$ cat src/rtl/uart_rx_dma_pkg.sv
package uart_rx_dma_pkg;
  typedef enum logic [0:0] {
    REQ_SINGLE = 1'b0,
    REQ_BURST  = 1'b1
  } req_kind_e;

  localparam int REQ_KINDS = 2;

  function automatic int req_threshold(input int kind, input int depth);
    return (kind == int'(REQ_BURST)) ? (depth * 3) / 4 : 1;
  endfunction
endpackage

$ cat src/rtl/uart_rx_req_unit.sv
module uart_rx_req_unit #(
  parameter int LVL_W  = 6,
  parameter int THRESH = 1
) (
  input  logic             clk,
  input  logic             rst,
  input  logic [LVL_W-1:0] level,
  input  logic             en,
  input  logic             clr,
  output logic             req_nxt,
  output logic             req
);
  assign req_nxt = en && !clr && (int'(level) >= THRESH);

  always_ff @(posedge clk) begin
    if (rst) req <= 1'b0;
    else     req <= req_nxt;
  end
endmodule

$ cat src/rtl/uart_rx_tmo_timer.sv
module uart_rx_tmo_timer #(
  parameter int LVL_W = 6,
  parameter int TICKS = 32
) (
  input  logic             clk,
  input  logic             rst,
  input  logic [LVL_W-1:0] level,
  input  logic             char_stb,
  input  logic             fifo_rd,
  input  logic             bit_tick,
  input  logic             tmo_clr,
  output logic             irq
);
  localparam int CNT_W = $clog2(TICKS + 1);
  localparam logic [CNT_W-1:0] LAST = CNT_W'(TICKS - 1);
  localparam logic [CNT_W-1:0] FULL = CNT_W'(TICKS);

  logic [CNT_W-1:0] cnt;
  logic             empty;
  logic             restart;
  logic             fire;

  assign empty   = (level == '0);
  assign restart = char_stb || fifo_rd || empty;
  assign fire    = bit_tick && !restart && (cnt == LAST);

  always_ff @(posedge clk) begin
    if (rst || restart)
      cnt <= '0;
    else if (bit_tick && cnt != FULL)
      cnt <= cnt + 1'b1;
  end

  always_ff @(posedge clk) begin
    if (rst || tmo_clr || empty) irq <= 1'b0;
    else if (fire)               irq <= 1'b1;
  end
endmodule

$ cat src/rtl/uart_rx_dma_req.sv
module uart_rx_dma_req #(
  parameter int DEPTH     = 32,
  parameter int TMO_TICKS = 32,
  parameter int LVL_W     = $clog2(DEPTH + 1)
) (
  input  logic             clk,
  input  logic             rst,
  input  logic [LVL_W-1:0] rx_level,
  input  logic             rx_char_stb,
  input  logic             fifo_rd,
  input  logic             bit_tick,
  input  logic             dma_en,
  input  logic             burst_sel,
  input  logic             single_clr,
  input  logic             burst_clr,
  input  logic             tmo_clr,
  output logic             sreq,
  output logic             breq,
  output logic             dma_req,
  output logic             rto_irq
);
  import uart_rx_dma_pkg::*;

  localparam int BURST_MARK = req_threshold(int'(REQ_BURST), DEPTH);
  localparam int BURST_LEN  = DEPTH / 2;

  logic [REQ_KINDS-1:0] clr_vec;
  logic [REQ_KINDS-1:0] nxt_vec;
  logic [REQ_KINDS-1:0] req_vec;

  assign clr_vec[REQ_SINGLE] = single_clr;
  assign clr_vec[REQ_BURST]  = burst_clr;

  for (genvar k = 0; k < REQ_KINDS; k++) begin : g_req
    uart_rx_req_unit #(
      .LVL_W (LVL_W),
      .THRESH(req_threshold(k, DEPTH))
    ) u_unit (
      .clk    (clk),
      .rst    (rst),
      .level  (rx_level),
      .en     (dma_en),
      .clr    (clr_vec[k]),
      .req_nxt(nxt_vec[k]),
      .req    (req_vec[k])
    );
  end

  assign sreq = req_vec[REQ_SINGLE];
  assign breq = req_vec[REQ_BURST];

  always_ff @(posedge clk) begin
    if (rst) dma_req <= 1'b0;
    else     dma_req <= burst_sel ? nxt_vec[REQ_BURST] : nxt_vec[REQ_SINGLE];
  end

  uart_rx_tmo_timer #(
    .LVL_W(LVL_W),
    .TICKS(TMO_TICKS)
  ) u_tmo (
    .clk     (clk),
    .rst     (rst),
    .level   (rx_level),
    .char_stb(rx_char_stb),
    .fifo_rd (fifo_rd),
    .bit_tick(bit_tick),
    .tmo_clr (tmo_clr),
    .irq     (rto_irq)
  );

  initial begin
    if (BURST_MARK <= BURST_LEN)
      $error("burst watermark must exceed burst length");
  end
endmodule

$ cat config.mk
export PLATFORM = sky130hd
export DESIGN_NAME = uart_rx_dma_req
export DESIGN_NICKNAME = d
export VERILOG_FILES = /design/src/rtl/uart_rx_dma_pkg.sv /design/src/rtl/uart_rx_req_unit.sv /design/src/rtl/uart_rx_tmo_timer.sv /design/src/rtl/uart_rx_dma_req.sv
export SDC_FILE = /design/constraint.sdc
export NUM_CORES = 1
export LEC_CHECK = 0
export ABC_AREA = 1
export BUFFER_PORTS_ARGS = -buffer_cell sky130_fd_sc_hd__clkbuf_2
export CORE_AREA = 2 2 39 41
export CTS_CLUSTER_SIZE = 25
export DETAILED_ROUTE_END_ITERATION = 8
export DIE_AREA = 0 0 41 43
export GPL_TIMING_DRIVEN = 0
export PLACE_DENSITY = 0.73
export SETUP_SLACK_MARGIN = 0.5
export SLEW_MARGIN = 20
export SYNTH_ARGS = -nofsm -noshare
export SYNTH_HDL_FRONTEND = slang
export SYNTH_SLANG_ARGS = --single-unit
$ cat constraint.sdc
create_clock -name clk -period 2.3 [get_ports clk]
set_input_delay 0.345 -clock clk [delete_from_list [all_inputs] [get_ports clk]]
set_output_delay 0.345 -clock clk [all_outputs]
set_load 0.005 [all_outputs]
### Yosys cells after proc, flatten, opt, wreduce, memory -nomap -nowiden

Index checks and enable logic that the tools add are counted.

| cells by class | value |
|---|---|
| $add $sub $neg | 1 |
| $lt $le $gt $ge | 2 |
| multiplexer cells | 1 |
| reduce and logical (&&, ||, !) cells | 16 |
| eq/ne operators | 2 |

Operators by type and width:

| cell | count |
|---|---|
| logical AND 1 bit | 7 |
| adder 6 x 1 -> 6 bit, second input constant | 1 |
| equality test 6 x 5 -> 1 bit, second input constant | 1 |
| greater-or-equal comparator 6 x 1 -> 1 bit, second input constant | 1 |
| greater-or-equal comparator 6 x 5 -> 1 bit, second input constant | 1 |
| logical NOT 6 bit | 1 |
| != test 6 bit, second input constant | 1 |
| logical OR 1 bit | 5 |
| logical NOT 1 bit | 3 |
| 2-to-1 mux 1 bit | 1 |

| storage, ports and cells | value |
|---|---|
| output and inout port bits | 4 |
| logic and storage cells | 27 |
| bits of input ports | 16 |
| register bits | 10 |

### Logic depth before layout (Yosys ltp)

| depth | value |
|---|---|
| depth in word-level cells | 5 |
| depth in mapped cells | 8 |
| mapped depth without buffers | 8 |

### Cells and area by module

A second synthesis with hierarchy kept.

| unflattened totals | value |
|---|---|
| cells, all modules | 88 |
| area total of the unflattened synthesis | 564.3 µm² |

By module, submodules not included:

| module | area each (µm²) | sequential area each (µm²) | instances | cells each |
|---|---|---|---|---|
| uart_rx_tmo_timer | 406.6 | 140.1 | 1 | 62 |
| uart_rx_req_unit (g_req[0].u_unit) | 57.6 | 20.0 | 1 | 10 |
| uart_rx_req_unit (g_req[1].u_unit) | 55.1 | 20.0 | 1 | 9 |
| uart_rx_dma_req | 45.0 | 20.0 | 1 | 7 |

### Least setup slack after synthesis

Ideal clock, no wire load.

| path | value |
|---|---|
| kind | reg2reg |
| start point | reg u_tmo.cnt[0] |
| end point | reg u_tmo.cnt[3] |
| required time | 2.177 ns |
| period minus slack after synthesis | 1.080 ns |
| slack | 1.220 ns |
| arrival | 0.957 ns |
| path buffers | 0 |
| setup time | 0.123 ns |
| stages on the path, launching flop included | 9 |
| cells stage by stage | dfxtp_1 -> inv_1 -> ha_1 -> nand2_1 -> inv_1 -> nand3_2 -> nand2_2 -> nand2_1 -> a21oi_1 |

| between the ends | value |
|---|---|
| cells in the longest elaborated chain, start to end | 2 |
| elaborated cells on any way between the ends | 3 |
| classes of those cells | add/sub (1); eq/ne (1); reduce/logical (1) |

Ends and longest elaborated chain:

| item | RTL line | RTL |
|---|---|---|
| from (decl) | uart_rx_tmo_timer.sv:18 | `logic [CNT_W-1:0] cnt;` |
| from (signal assigned) | uart_rx_tmo_timer.sv:31 | `cnt <= cnt + 1'b1;` |
| parallel branches: the longest is 2 deep, another holds adder 6 x 1 -> 6 bit | - |  |

Several ways; the timed one is not identified.
A chain may end at the register's enable or synchronous reset.

### Worst setup path after layout

Ends and elaborated chain as after synthesis.

==> out/qor.yml <==
status: "finished, final reports clean"
worstSetupPathType: "reg -> reg"
drv_cap: 0
clk_pin_slew_ns: 0.07
grtUsageTotal_pct: 15.2
wl_met2_um: 535
rows: 14
area_growth_pct: 29.6
p_leak_nw: 0.297
final_max_slew_viol_count: 0
wl_per_cell_um: 9.21
grt_antenna_before_repair: 0
grt_max_degree: 8
yosysWarnings: 0
die_y_um: 43
dp_hpwl_um: 897
fmaxAchievable_ghz: 0.829
ir_drop_mv: 0.396
fin_nets: 115
antenna_cells: 0
ant_nets: 0
drive_above_1_share_pct: 29.2
top_layer: "met4"
grt-ovfl-total: 0
cts_sinks: 10
synth-seq-cells: 10
post_cts_buffers: 0
met1_length_um: 421
holdBufCountCts: 0
drt_pass1_iterations: 4
hold_ws_ns: 0.286
cts_buffers: 3
clockRootBuffer: "clkbuf_4"
fp.dieArea_mm2: 0.00176
post_cts_resized: 0
setup_viol: 0
cts_max_path_buffers: 2
tns_ns: 0
worstPathRequired_ns: 2.44
slew_headroom_pct: 83.4
gp_congestion: 0.684
pin_count: 20
final_cell_mix: "clkbuf_2 (19), nor2_1 (15), nand2_1 (13)"
yosysUniqueCellTypes: 16
core_mm2: 0.00138
fin_cells: 112
postSynthAreaPerCell_um2: 7.01
dr_wl_met3_um: 70
synth.net_count: 91
grt_pass1_wl_um: 1840
finalClockSkew_ns: 0.00274
clk_latency_ns: 0.26
seq_area_frac_synth_pct: 39.1
syn-instance-count: 73
die-width_um: 41
placed_cells_incl_taps: 108
post-route-period-util_pct: 52.4
port_buffers: 19
post-route-min-period_ns: 1.21
crit_path_start_kind: "flip-flop"
hp-class: "in -> reg"
num_vias: 533
final_common_cell: "clkbuf_2"
nFillCells: 143
syn_area_um2: 512
grt_pass1_vias: 511
arrival_ns: 1.35
path_max_fanout: 5
crit_path_end_kind: "flip-flop"
initial_core_util_pct: 37.0
routed_via_density: 4.76
hold_viol_final: 0
drc: 0
drt-total-wl_um: 1030
rsz0062_at_grt: "false"
htreeDepth: 1
power_density_mw_per_mm2: 552
seqCellArea_um2: 200
cts_tree: "built"
multi_input_area_um2: 282
postLayoutCoreUtil_pct: 47.9
drt-initial-drc-count: 3
tightestPinTransition_ns: 0.248
==> critical path, cell delays in order (launching register included) <==
cell and delay [ns]:
dfxtp_1 0.39, inv_1 0.09, ha_1 0.19, nand2_1 0.06, inv_1 0.04, nand3_2 0.10, nand2_2 0.09, nand2_1 0.06
a21oi_1 0.06
==> area by class of cell <==
type	count	area share (%)
Sequential cell	10	30.2
Multi-Input combinational cell	55	42.5
Tap cell	16	3.02
Inverter	8	4.53
Timing Repair Buffer	19	14.3
Clock buffer	4	5.47
==> logic make-up after synthesis <==
kind of cell,after synthesis,share of synthesized area [%]
AOI/OAI and AO/OA,7,7.58
xor gates and xnor gates,2,3.42
DFF,10,39.1
adders and majority gates,2,4.89
buffers and inverters,8,5.87
and+or+nand+nor,44,39.1
==> synth_stat cells, drive strengths merged <==
master	number	area (µm²)
a21oi	7	38.8
ha	2	25.0
xor2	1	8.76
nand4	1	6.26
nor3	2	10.0
nand2	14	55.1
inv	8	30.0
nor2	16	62.6
dfxtp	10	200
nand2b	1	6.26
nand3	10	60.1
xnor2	1	8.76
==> registers in the layout (all words and copies together) (netlist names) <==
name and flops:
g_req.u_unit.req 2, u_tmo.cnt 6, u_tmo.irq 1, dma_req 1
==> per-layer routing <==
metal / GRT usage, % / up-vias
li1: - / 281
met1: 16.9 / 231
met2: 25.3 / 19
met3: 4.71 / 2
met4: 6.00 / 0
met5: 0 / -
==> worst paths after layout <==
path,start,end,slack [ns],cells after the start
max reg2reg,u_tmo.cnt[0],u_tmo.cnt[3],1.09,8
min,rst,g_req[0].u_unit.req,0.29,2
min reg2reg,u_tmo.irq,u_tmo.irq,0.46,2
max,u_tmo.cnt[0],u_tmo.cnt[3],1.09,8
==> report_power, final <==
part | internal, mW | switching (mW)
Sequential | 0.176 | 0.00116
Combinational | 0.0167 | 0.0170
Clock | 0.0960 | 0.0589
Total | 0.289 | 0.0771
==> through the flow <==
step	power (mW)	instance area, µm²	setup slack, ns
finish	0.366	663	1.09
global route	0.383	663	0.957
CTS	0.371	663	1.08
detailed placement	0.215	627	1.08
global placement	0.214	627	1.11
floorplan	0.195	512	1.22
No activity file was read; power rests on OpenSTA's default activity.
